<file path="src/rtl/bha_pkg.sv">
package bha_pkg;

  // Hand-off state encoding
  typedef enum logic [1:0] {
    ST_IDLE    = 2'd0,
    ST_WAIT    = 2'd1,
    ST_GRANT   = 2'd2,
    ST_RELEASE = 2'd3
  } arb_state_t;

  // Strobe positions in strobe_oe
  localparam int STB_PROG  = 0;
  localparam int STB_DATA  = 1;
  localparam int STB_BYTE  = 2;
  localparam int STB_COMP  = 3;
  localparam int STB_IO    = 4;
  localparam int STB_RD    = 5;
  localparam int STB_WR    = 6;
  localparam int STB_COUNT = 7;

endpackage

</file>
<file path="src/rtl/bha_req_sync.sv">
module bha_req_sync #(
  parameter int   STAGES    = 2,
  parameter logic RESET_VAL = 1'b1
) (
  input  logic clk,
  input  logic rst_n,
  input  logic async_in,
  output logic sync_out
);

  logic [STAGES-1:0] chain;

  genvar g;
  generate
    for (g = 0; g < STAGES; g++) begin : g_stage
      if (g == 0) begin : g_first
        always_ff @(posedge clk or negedge rst_n) begin
          if (!rst_n) chain[g] <= RESET_VAL;
          else        chain[g] <= async_in;
        end
      end else begin : g_next
        always_ff @(posedge clk or negedge rst_n) begin
          if (!rst_n) chain[g] <= RESET_VAL;
          else        chain[g] <= chain[g-1];
        end
      end
    end
  endgenerate

  assign sync_out = chain[STAGES-1];

endmodule

</file>
<file path="src/rtl/bha_grant_fsm.sv">
module bha_grant_fsm
  import bha_pkg::*;
(
  input  logic       clk,
  input  logic       rst_n,
  input  logic       req_active,
  input  logic       xfer_busy,
  output arb_state_t state
);

  arb_state_t state_nxt;

  always_comb begin
    state_nxt = state;
    unique case (state)
      ST_IDLE: begin
        if (req_active) state_nxt = xfer_busy ? ST_WAIT : ST_GRANT;
      end
      ST_WAIT: begin
        // withdrawn request wins over a finishing access
        if (!req_active)     state_nxt = ST_IDLE;
        else if (!xfer_busy) state_nxt = ST_GRANT;
      end
      ST_GRANT: begin
        if (!req_active) state_nxt = ST_RELEASE;
      end
      ST_RELEASE: begin
        state_nxt = ST_IDLE;
      end
      default: state_nxt = ST_IDLE;
    endcase
  end

  always_ff @(posedge clk or negedge rst_n) begin
    if (!rst_n) state <= ST_IDLE;
    else        state <= state_nxt;
  end

endmodule

</file>
<file path="src/rtl/bha_drive_ctrl.sv">
module bha_drive_ctrl
  import bha_pkg::*;
#(
  parameter int N_STROBES = STB_COUNT
) (
  input  arb_state_t           state,
  output logic                 addr_oe,
  output logic                 data_oe,
  output logic [N_STROBES-1:0] strobe_oe,
  output logic                 grant_n,
  output logic                 halt
);

  logic core_owns_bus;

  // Core keeps the drivers only while it has not given the bus away
  assign core_owns_bus = (state == ST_IDLE) || (state == ST_WAIT);

  assign addr_oe = core_owns_bus;
  assign data_oe = core_owns_bus;
  assign grant_n = (state != ST_GRANT);
  assign halt    = (state == ST_GRANT) || (state == ST_RELEASE);

  genvar s;
  generate
    for (s = 0; s < N_STROBES; s++) begin : g_strobe
      assign strobe_oe[s] = core_owns_bus;
    end
  endgenerate

endmodule

</file>
<file path="src/rtl/bus_handoff_arbiter.sv">
module bus_handoff_arbiter
  import bha_pkg::*;
#(
  parameter int SYNC_STAGES = 2,
  parameter int N_STROBES   = STB_COUNT
) (
  input  logic                 clk,
  input  logic                 rst_n,
  input  logic                 ext_req_n,
  input  logic                 core_xfer_busy,
  output logic                 addr_oe,
  output logic                 data_oe,
  output logic [N_STROBES-1:0] strobe_oe,
  output logic                 ext_grant_n,
  output logic                 core_halt
);

  logic       req_n_sync;
  logic       req_active;
  arb_state_t arb_state;

  bha_req_sync #(
    .STAGES   (SYNC_STAGES),
    .RESET_VAL(1'b1)
  ) u_sync (
    .clk     (clk),
    .rst_n   (rst_n),
    .async_in(ext_req_n),
    .sync_out(req_n_sync)
  );

  assign req_active = !req_n_sync;

  bha_grant_fsm u_fsm (
    .clk       (clk),
    .rst_n     (rst_n),
    .req_active(req_active),
    .xfer_busy (core_xfer_busy),
    .state     (arb_state)
  );

  bha_drive_ctrl #(
    .N_STROBES(N_STROBES)
  ) u_drive (
    .state    (arb_state),
    .addr_oe  (addr_oe),
    .data_oe  (data_oe),
    .strobe_oe(strobe_oe),
    .grant_n  (ext_grant_n),
    .halt     (core_halt)
  );

endmodule

</file>
<file path="config.mk">
export PLATFORM = sky130hd
export DESIGN_NAME = bus_handoff_arbiter
export DESIGN_NICKNAME = d
export VERILOG_FILES = /design/src/rtl/bha_pkg.sv /design/src/rtl/bha_req_sync.sv /design/src/rtl/bha_grant_fsm.sv /design/src/rtl/bha_drive_ctrl.sv /design/src/rtl/bus_handoff_arbiter.sv
export SDC_FILE = /design/constraint.sdc
export NUM_CORES = 1
export LEC_CHECK = 0
export BUFFER_PORTS_ARGS = -buffer_cell sky130_fd_sc_hd__buf_2
export CORE_AREA = 4 4 41 43
export CTS_BUF_LIST = sky130_fd_sc_hd__clkbuf_8
export CTS_CLUSTER_SIZE = 24
export DETAILED_ROUTE_END_ITERATION = 10
export DIE_AREA = 0 0 45 47
export GPL_TIMING_DRIVEN = 0
export REMOVE_ABC_BUFFERS = 1
export SLEW_MARGIN = 20
export SYNTH_ARGS = -nofsm -noshare
export SYNTH_HDL_FRONTEND = slang
export SYNTH_SLANG_ARGS = --single-unit
</file>
<file path="constraint.sdc">
create_clock -name clk -period 1 [get_ports clk]
set_clock_uncertainty 0.15 [all_clocks]
set_input_delay 0.1 -clock clk [delete_from_list [all_inputs] [get_ports clk]]
set_output_delay 0.1 -clock clk [all_outputs]
set_load 0.03 [all_outputs]
</file>
==> run_results.csv <==
group,metric,value,unit
status,status,"finished with violations",
status,violations,"negative hold slack, negative setup slack",
sta,worstMarginPinSlew,0.160,ns
worst_setup_path,arrival,0.96,ns
global_routing,grt_pass1_wl,738,microns
finish,drive_above_1_share,81.3,%
route,vias,164,
cts,clk_pin_slew,0.04,ns
sta,fin_hold_ws,-0.0536,ns
worst_setup_path,slowest_stage,"dfrtp_2",
cts,cts_buffers,3,
floorplanning,die_y,47,microns
finish,area_delta_synth_final,80.9,%
floorplanning,rows,13,
floorplanning,core-area,0.00130,sq mm
worst_setup_path,critPathMaxStageDelay,0.42,ns
finish,layout_commonest_cell,"buf_4",
finish,fillerInstances,147,
cts,insertion_delay,0.21,ns
floorplanning,dieArea,0.00212,sq mm
logic_synthesis,synth_cell_types,9,
cts,cts_tree,"built",
floorplanning,io_pins,15,
route,drtIter0Drc,1,
placement,placed_area,228,sq um
sta,hold_viol,1,
worst_setup_path,path_buf_inv,2,
route,routedWlPerCell,10.3,microns
logic_synthesis,synth.cell_area,203,sq um
sta,fin_ws,-0.208,ns
run,max_cap_violations,0,
finish,layout.nets,37,
worst_setup_path,path_class,"flip-flop to output port",
cts,cts_root_buffer,"clkbuf_8",
route,wl,482,microns
global_routing,antenna_found_initial,0,
floorplanning,die_w,45,microns
worst_setup_path,timing.rr.start,"u_fsm.state[1]$_DFFE_PN0P_",
sta,max_slew_margin,89.3,%
worst_setup_path,end_kind,"output port",
worst_setup_path,path_cells,"clkinvlp_4 > buf_4",
route,ant_nets,0,
worst_setup_path,cp.required,0.75,ns
logic_synthesis,syn_avg_cell_area,11.3,sq um
min_path,holdPathStages,2,
worst_setup_path,worstPathMaxFanout,5,
worst_setup_path,reg2reg_depth,4,
cts,cts_hold_buffers,2,
logic_synthesis,synth_seq_area_share,50.6,%
finish,layout.cells.non_filler,47,
route,drc,0,
floorplanning,initial_core_util,15.6,%
cts,clockBufferDepth,2,
finish,most-common-layout-cells,"buf_4, buf_2, clkbuf_8, buf_6",
cts,htreeDepth,1,
logic_synthesis,syn_inst,18,
placement,routabilityCongestion,0.561,
sta,finalSetupViolations,13,
min_path,min_from,"core_xfer_busy",
sta,fmax,0.828,GHz
global_routing,grt_start_max_net_pins,6,
worst_setup_path,crit_start,"u_fsm.state[1]$_DFFE_PN0P_",
min_path,hp-class,"primary input to flip-flop",
sta,rsz0062_at_grt,"true",
global_routing,grt-ovfl-total,0,
logic_synthesis,yosys_warnings,0,
cts,cts_num_sinks,4,
worst_setup_path,start_kind,"flip-flop",
worst_setup_path,cp_top_family,"flip-flops",
sta,fin_crit_sh,121,%
worst_setup_path,worst-path-stages,2,
route,vias_per_cell,3.49,
global_routing,grt_pass1_vias,168,
placement,io_buffers,14,
sta,slew_violations,0,
finish,n_antenna_cell,0,
finish,stdcell_area,367,sq um
placement,dp_cells,38,
route,drtPass1Iterations,3,
global_routing,track_usage,5.63,%
sta,period_needed,1.21,ns
logic_synthesis,ys_seq_elements,4,
-- stage by stage --
step	hold WS, ns	worst slack [ns]	util [%]	TNS [ns]
finish	-0.0536	-0.208	28.2	-2.34
global route	-0.0469	-0.253	28.2	-2.91
CTS	-0.0756	-0.199	26.6	-2.13
detailed placement	-0.242	-0.0574	17.5	-0.501
global placement	-0.242	-0.0349	17.5	-0.310
floorplan	-0.346	-1.36	-	-12.51
-- worst reg2reg max path, cell delays in order (launching register included) --
cell and delay, ns:
dfrtp_2 0.44, buf_4 0.15, buf_6 0.11, nand2b_1 0.13
mux2i_1 0.12
-- Yosys cell counts, drive strengths merged --
master	n	share of area, %
buf	8	30
clkbuf	1	1.9
dfrtp	2	25
dfstp	2	26
inv	1	1.9
mux2i	1	4.9
nand2b	2	7.4
o31ai	1	3.7
-- worst paths after layout --
| path | end | slack, ns |
|---|---|---|
| min reg2reg | u_sync.sync_out$_DFF_PN1_ | 0.20 |
| min | u_fsm.state[1]$_DFFE_PN0P_ | -0.05 |
| max in group asynchronous | u_sync.sync_out$_DFF_PN1_ | 0.40 |
| min in group asynchronous | u_fsm.state[0]$_DFFE_PN0P_ | 0.09 |
| max reg2reg | u_fsm.state[0]$_DFFE_PN0P_ | -0.18 |
| max | strobe_oe[0] | -0.21 |
-- cell families after synthesis --
family | count (synthesis) | share of synthesized area (%)
compound gates | 1 | 3.71
buf+inv | 10 | 33.3
flops | 4 | 50.6
mux | 1 | 4.94
simple gates | 2 | 7.41
-- area by class of cell --
class                      instances  area (sq um)  share of cell area [%]
multi-input combinational          4          46.3                    12.6
clock inverter                     1          3.75                    1.02
timing repair buffer              18           141                    38.6
inverter                           1          3.75                    1.02
timing repair inverter             1          7.51                    2.05
sequential                         4           104                    28.3
tap                               15          18.8                    5.12
clock buffer                       3          41.3                    11.3
-- metal layers --
metal | routed length, microns | vias to the layer above | global-route usage (%)
met5 | 0 | - | 0
met4 | 0 | 0 | 3.51
met3 | 65 | 0 | 5.75
met2 | 227 | 17 | 8.76
met1 | 189 | 73 | 4.38
li1 | - | 74 | -
-- flip-flops by register name, summed over array words and instances (netlist names) --
register and cells:
u_sync.sync_out 1, u_fsm.state 2, u_sync.chain 1
-- repair_timing --
item                       in CTS  in global routing
resized for setup              16                  2
pin swaps                       1                  0
setup buffers                   1                  1
gates cloned                    1                  0
hold endpoints to repair        6                  1
setup endpoints to repair      11                 13
Power is left out: the tool's default activity adds up to more than one toggle a clock period on the data nets, which glitch-free logic cannot reach.
